--- src/rtl/tick_pkg.sv ---
`timescale 1ns/1ps
package tick_pkg;
    localparam int NUM_CH    = 5;   // timer channels
    localparam int NUM_GRP   = 2;   // shared prescalers
    localparam int GRP0_CH   = 2;   // channels [0, GRP0_CH) use group 0
    localparam int PRE_W     = 8;   // prescaler field width
    localparam int SEL_W     = 4;   // post-divider select width
    localparam int MAX_SHIFT = 4;   // largest post-divider exponent
endpackage

--- src/rtl/tick_cfg_regs.sv ---
`timescale 1ns/1ps
module tick_cfg_regs #(
    parameter int NUM_GRP = 2,
    parameter int PRE_W   = 8,
    parameter int NUM_CH  = 5,
    parameter int SEL_W   = 4
) (
    input  logic                       clk,
    input  logic                       rst_n,
    input  logic                       pre_wr,
    input  logic [NUM_GRP*PRE_W-1:0]   pre_wdata,
    input  logic                       sel_wr,
    input  logic [NUM_CH*SEL_W-1:0]    sel_wdata,
    output logic [NUM_GRP*PRE_W-1:0]   pre_q,
    output logic [NUM_CH*SEL_W-1:0]    sel_q
);
    localparam int PW = NUM_GRP * PRE_W;
    localparam int SW = NUM_CH * SEL_W;
    localparam logic [PW-1:0] PRE_RST = {NUM_GRP{PRE_W'(1)}};
    localparam logic [SW-1:0] SEL_RST = '0;

    typedef struct packed {
        logic [PW-1:0] pre;
        logic [SW-1:0] sel;
    } cfg_t;

    cfg_t cfg_d, cfg_q;

    always_comb begin
        cfg_d = cfg_q;
        if (pre_wr) cfg_d.pre = pre_wdata;
        if (sel_wr) cfg_d.sel = sel_wdata;
    end

    always_ff @(posedge clk) begin
        if (!rst_n) begin
            cfg_q.pre <= PRE_RST;
            cfg_q.sel <= SEL_RST;
        end else begin
            cfg_q <= cfg_d;
        end
    end

    assign pre_q = cfg_q.pre;
    assign sel_q = cfg_q.sel;

    assert_pre_hold_R2: assert property (@(posedge clk) disable iff (!rst_n)
        !pre_wr |=> $stable(pre_q));
    assert_sel_hold_R2: assert property (@(posedge clk) disable iff (!rst_n)
        !sel_wr |=> $stable(sel_q));
    assert_pre_load_R2: assert property (@(posedge clk) disable iff (!rst_n)
        pre_wr |=> pre_q == $past(pre_wdata));
endmodule

--- src/rtl/tick_prescaler.sv ---
`timescale 1ns/1ps
module tick_prescaler #(
    parameter int PRE_W = 8
) (
    input  logic             clk,
    input  logic             rst_n,
    input  logic [PRE_W-1:0] reload_val,
    output logic             pulse
);
    typedef struct packed {
        logic [PRE_W-1:0] cnt;
    } pre_st_t;

    pre_st_t st_d, st_q;

    assign pulse = (st_q.cnt == '0);

    always_comb begin
        st_d = st_q;
        if (pulse) st_d.cnt = reload_val;     // new value only at wrap
        else       st_d.cnt = st_q.cnt - PRE_W'(1);
    end

    always_ff @(posedge clk) begin
        if (!rst_n) st_q <= '0;
        else        st_q <= st_d;
    end

    // the count is taken from the field only at a wrap
    assert_reload_at_wrap_R7: assert property (@(posedge clk) disable iff (!rst_n)
        pulse |=> st_q.cnt == $past(reload_val));
    assert_no_midway_jump_R7: assert property (@(posedge clk) disable iff (!rst_n)
        !pulse |=> st_q.cnt < $past(st_q.cnt));
endmodule

--- src/rtl/tick_postdiv.sv ---
`timescale 1ns/1ps
module tick_postdiv #(
    parameter int SEL_W     = 4,
    parameter int MAX_SHIFT = 4
) (
    input  logic             clk,
    input  logic             rst_n,
    input  logic             en_in,
    input  logic [SEL_W-1:0] sel,
    output logic             tick
);
    localparam logic [SEL_W-1:0] SHIFT_CAP = SEL_W'(MAX_SHIFT);

    typedef struct packed {
        logic [MAX_SHIFT-1:0] div;
    } div_st_t;

    div_st_t st_d, st_q;
    logic [SEL_W-1:0]     shift;
    logic [MAX_SHIFT:0]   span;
    logic [MAX_SHIFT-1:0] last_idx;

    always_comb begin
        shift    = (sel > SHIFT_CAP) ? SHIFT_CAP : sel;
        span     = ({{MAX_SHIFT{1'b0}}, 1'b1} << shift) - 1'b1;
        last_idx = span[MAX_SHIFT-1:0];
    end

    // >= lets a shrinking select wrap at once instead of counting round
    assign tick = en_in && (st_q.div >= last_idx);

    always_comb begin
        st_d = st_q;
        if (en_in) begin
            if (tick) st_d.div = '0;
            else      st_d.div = st_q.div + 1'b1;
        end
    end

    always_ff @(posedge clk) begin
        if (!rst_n) st_q <= '0;
        else        st_q <= st_d;
    end

    assert_idle_hold_R5: assert property (@(posedge clk) disable iff (!rst_n)
        !en_in |=> $stable(st_q.div));
    assert_restart_after_tick_R5: assert property (@(posedge clk) disable iff (!rst_n)
        tick |=> st_q.div == '0);
endmodule

--- src/rtl/timer_tick_gen.sv ---
`timescale 1ns/1ps
module timer_tick_gen
    import tick_pkg::*;
#(
    parameter int CH      = NUM_CH,
    parameter int GRP     = NUM_GRP,
    parameter int SPLIT   = GRP0_CH,
    parameter int PW      = PRE_W,
    parameter int SW      = SEL_W,
    parameter int SHIFT_M = MAX_SHIFT
) (
    input  logic                clk,
    input  logic                rst_n,
    input  logic                pre_wr,
    input  logic [GRP*PW-1:0]   pre_wdata,
    input  logic                sel_wr,
    input  logic [CH*SW-1:0]    sel_wdata,
    output logic [GRP*PW-1:0]   pre_rd,
    output logic [CH*SW-1:0]    sel_rd,
    output logic [CH-1:0]       tick
);
    logic [GRP*PW-1:0] pre_q;
    logic [CH*SW-1:0]  sel_q;
    logic [GRP-1:0]    pre_pulse;

    tick_cfg_regs #(.NUM_GRP(GRP), .PRE_W(PW), .NUM_CH(CH), .SEL_W(SW)) u_cfg (
        .clk       (clk),
        .rst_n     (rst_n),
        .pre_wr    (pre_wr),
        .pre_wdata (pre_wdata),
        .sel_wr    (sel_wr),
        .sel_wdata (sel_wdata),
        .pre_q     (pre_q),
        .sel_q     (sel_q)
    );

    for (genvar g = 0; g < GRP; g++) begin : g_pre
        tick_prescaler #(.PRE_W(PW)) u_pre (
            .clk        (clk),
            .rst_n      (rst_n),
            .reload_val (pre_q[g*PW +: PW]),
            .pulse      (pre_pulse[g])
        );
    end

    for (genvar c = 0; c < CH; c++) begin : g_ch
        localparam int SRC = (c < SPLIT) ? 0 : 1;
        tick_postdiv #(.SEL_W(SW), .MAX_SHIFT(SHIFT_M)) u_div (
            .clk   (clk),
            .rst_n (rst_n),
            .en_in (pre_pulse[SRC]),
            .sel   (sel_q[c*SW +: SW]),
            .tick  (tick[c])
        );
        // a channel can only tick on a firing of its own prescaler
        assert_group_source_R3: assert property (@(posedge clk) disable iff (!rst_n)
            tick[c] |-> pre_pulse[SRC]);
    end

    assign pre_rd = pre_q;
    assign sel_rd = sel_q;
endmodule

--- config.mk ---
export PLATFORM = sky130hd
export DESIGN_NAME = timer_tick_gen
export DESIGN_NICKNAME = d
export VERILOG_FILES = /design/src/rtl/tick_pkg.sv /design/src/rtl/tick_cfg_regs.sv /design/src/rtl/tick_prescaler.sv /design/src/rtl/tick_postdiv.sv /design/src/rtl/timer_tick_gen.sv
export SDC_FILE = /design/constraint.sdc
export NUM_CORES = 1
export LEC_CHECK = 0
export BUFFER_PORTS_ARGS = -buffer_cell sky130_fd_sc_hd__buf_2
export CELL_PAD_IN_SITES_DETAIL_PLACEMENT = 2
export CELL_PAD_IN_SITES_GLOBAL_PLACEMENT = 2
export CORE_MARGIN = 5
export CORE_UTILIZATION = 37
export CTS_CLUSTER_DIAMETER = 150
export DETAILED_ROUTE_END_ITERATION = 16
export GPL_TIMING_DRIVEN = 0
export HOLD_SLACK_MARGIN = 0.05
export PLACE_DENSITY = 0.94
export SKIP_CTS_REPAIR_TIMING = 1
export SYNTH_ARGS = -nofsm -noshare
export SYNTH_HDL_FRONTEND = slang
export SYNTH_HIERARCHICAL = 1
export SYNTH_SLANG_ARGS = --single-unit
export TNS_END_PERCENT = 20
--- constraint.sdc ---
create_clock -name clk -period 6.34 [get_ports clk]
set_input_delay 1.268 -clock clk [delete_from_list [all_inputs] [get_ports clk]]
set_output_delay 1.268 -clock clk [all_outputs]
set_load 0.01 [all_outputs]
==> results by group <==
Place
  – Post-DP HPWL: 9310 um
  – Routability cong.: 0.777
  – IO Port Bufs: 78
  – Cells after DPL: 627

Setup path
  – Crit path launch: u_cfg/sel_q[11]
  – CP max FO: 5
  – Crit Path Class: register to output pin
  – Critical Path Sink Type: output pin
  – Req. time, crit path: 5.07 ns
  – Critical Path Sink: tick[2]
  – Setup crit start kind: register
  – R2R depth: 9
  – FF-to-FF setup slack: 3.62 ns
  – Worst Path Arrival: 2.77 ns
  – R2r endpoint: g_ch[2].u_div/st_q[3]
  – Critical R2R Launch: g_pre[1].u_pre/st_q[4]

Drt
  – Via density: 5.21
  – Wirelength per Cell: 20.0 um
  – DR DRC count: 0
  – Detailed Routing Iterations Pass 1: 4
  – Post-route ant nets: 0
  – Routed WL: 12900 um
  – Vias: 3348
  – Iteration-0 DRC Markers: 78

Job
  – Maximum Capacitance Violations: 0

Clock tree
  – CTS max path bufs: 2
  – CTS root buf: clkbuf_8
  – CTS tree: done
  – Clock sinks: 72
  – H-tree Lvls: 3
  – Worst-path clk slew: 0.09 ns
  – Clock latency on the worst-skew pair: 0.36 ns
  – Num CTS Buffers: 9

Logic synthesis
  – Synthesized flop and latch total: 72
  – Syn Nets: 483
  – Post-Synthesis Cells: 409
  – Async SR Flop Fraction: 0
  – Post-synthesis sequential area ratio: 0.360
  – Top cell type's share of synthesized area: 0.360
  – Top-count cell post-synth: dfxtp_1
  – Post-synth EDFFs: 0
  – Synthesized area: 4010 um2
  – Yosys top cell by area: dfxtp_1
  – Syn avg cell area: 9.80 um2
  – Synth top cells by count: dfxtp_1, nor2b_1, mux2i_1
  – Synth top area cells: dfxtp_1, ha_1, mux2i_1
  – Synth warn: 6
  – Top FF cell, synth: dfxtp_1
  – Count of different cell masters after synthesis: 33

Finish
  – Number of diodes: 0
  – Synth-to-Final Area Change: 19.8%
  – Share of layout cells above drive strength 1: 0.235
  – Final std cells w/o fill: 643
  – Nets: 572
  – Fillers: 1170

Power and ir drop
  – LEAKAGE: 0.00215 uW
  – Switch Pwr: 634 uW
  – Sequential share of power: 0.356
  – Combinational fraction of design power: 0.390
  – Peak supply drop: 0.132 mV
  – Sw frac: 0.375
  – Clk pwr share: 0.254
  – Internal power: 1050 uW
  – Pwr Density: 352 nW/um2

STA
  – Period minus WS final: 4.04 ns
  – Setup TNS: 0 ns
  – Slew @ Worst Pin: 0.727 ns
  – Maximum clock frequency: 247 MHz
  – Fin. max-slew vios: 0
  – RSZ-0062 raised after global routing: no
  – Fin. Hold Viols: 0
  – Final Setup Violations: 0
  – Worst slew margin: 0.515
  – Fin crit share: 0.638
  – Clk_skew: 0.0108 ns

Min path
  – HP Class: register to register

Floorplan
  – Total core area: 10700 um2
  – Rows: 38
  – Starting Density: 0.373
  – Full die area: 13000 um2
  – Die height: 114 um
  – Chip Width: 114 um
  – Total I/O pin count: 81

GRT
  – Gr ovfl total: 0
  – Largest net degree at the start of global routing: 40
  – Initial antenna violation count: 0
  – First-pass GRT wire length: 21100 um
  – Gr usage total: 0.208
  – Vias in the first global route: 3904

Outcome
  – Outcome: finished, final reports clean
## worst max-delay path, cell delays in order, from the launching register on
cell      delay, ns
dfxtp_1        0.37
nor3_1         0.35
nand2b_1       0.15
ha_1           0.23
xnor2_1        0.20
ha_1           0.26
o21a_1         0.17
nor2_1         0.24
nor2_1         0.11
and2_1         0.20
buf_2          0.14
## cell usage in the layout (no fill, tap or decap), types with 13 or more instances in the layout
cell type and count:
a21boi_1 15, a21oi_1 13, buf_2 78, dfxtp_1 72, ha_1 34, inv_1 13
mux2i_1 38, nand2_1 21, nand2b_1 20, nor2_1 34, nor2b_1 41, xnor2_1 14
## registers in the layout (all words and copies together), names as in the netlist
register / flops
u_cfg/pre_q: 16
u_cfg/sel_q: 20
g_ch.u_div/st_q: 20
g_pre.u_pre/st_q: 16
## power groups by stage
stage	clock [uW]	sequential (uW)	combinational [uW]
floorplan	0	590	479
global placement	0	597	586
detailed placement	0	606	642
CTS	443	601	666
global route	458	611	729
finish	430	601	658
## area by class of cell
class                   instances  area, um2  area share
multi-input cells             310       2420       0.504
flip-flops and latches         72       1440       0.300
repair buffers                 78        390      0.0813
well taps                     140        175      0.0365
clock buffers                   9        124      0.0258
clock inverters                 7        103      0.0214
plain buffers                  14       98.8      0.0206
inverters                      13       48.8      0.0102
## metal layers
metal	GRT usage	share of wire	up-vias
met3	0.0338	0.020	17
met1	0.237	0.41	1673
li1	-	-	1614
met2	0.391	0.55	44
met5	0	0	-
met4	0.0657	0.019	0
## logic make-up after synthesis
| kind of cell | count (synthesis) | share of synthesized area |
|---|---|---|
| fa+ha+maj | 34 | 0.106 |
| compound gates | 69 | 0.143 |
| simple gates | 149 | 0.214 |
| mux | 40 | 0.101 |
| buf+inv | 27 | 0.0368 |
| flops | 72 | 0.360 |
| xor+xnor | 18 | 0.0393 |
## through the flow
step / hold WS, ns / power [uW] / worst slack, ns / utilization / area [um2]
finish: 0.508 / 1690 / 2.30 / 0.447 / 4800
global route: 0.526 / 1800 / 2.14 / 0.447 / 4800
CTS: 0.504 / 1710 / 2.28 / 0.447 / 4800
detailed placement: 0.491 / 1250 / 2.77 / 0.426 / 4570
global placement: 0.462 / 1180 / 2.88 / 0.426 / 4570
floorplan: 0.449 / 1070 / 3.18 / - / 4010
## worst min-delay path by stage
stage | slack (ns) | depth (start not counted) | end | from
after global placement | 0.46 | 1 | g_pre[0].u_pre/st_q[7] | g_pre[0].u_pre/st_q[7]
after global routing | 0.53 | 1 | g_pre[1].u_pre/st_q[7] | g_pre[1].u_pre/st_q[7]
after CTS | 0.50 | 1 | g_pre[1].u_pre/st_q[7] | g_pre[1].u_pre/st_q[7]
after floorplan | 0.45 | 1 | g_pre[0].u_pre/st_q[7] | g_pre[0].u_pre/st_q[7]
after detailed placement | 0.49 | 1 | g_pre[0].u_pre/st_q[7] | g_pre[0].u_pre/st_q[7]
final | 0.51 | 1 | g_pre[1].u_pre/st_q[7] | g_pre[1].u_pre/st_q[7]
Note: power is estimated with default switching activity, not from simulation.
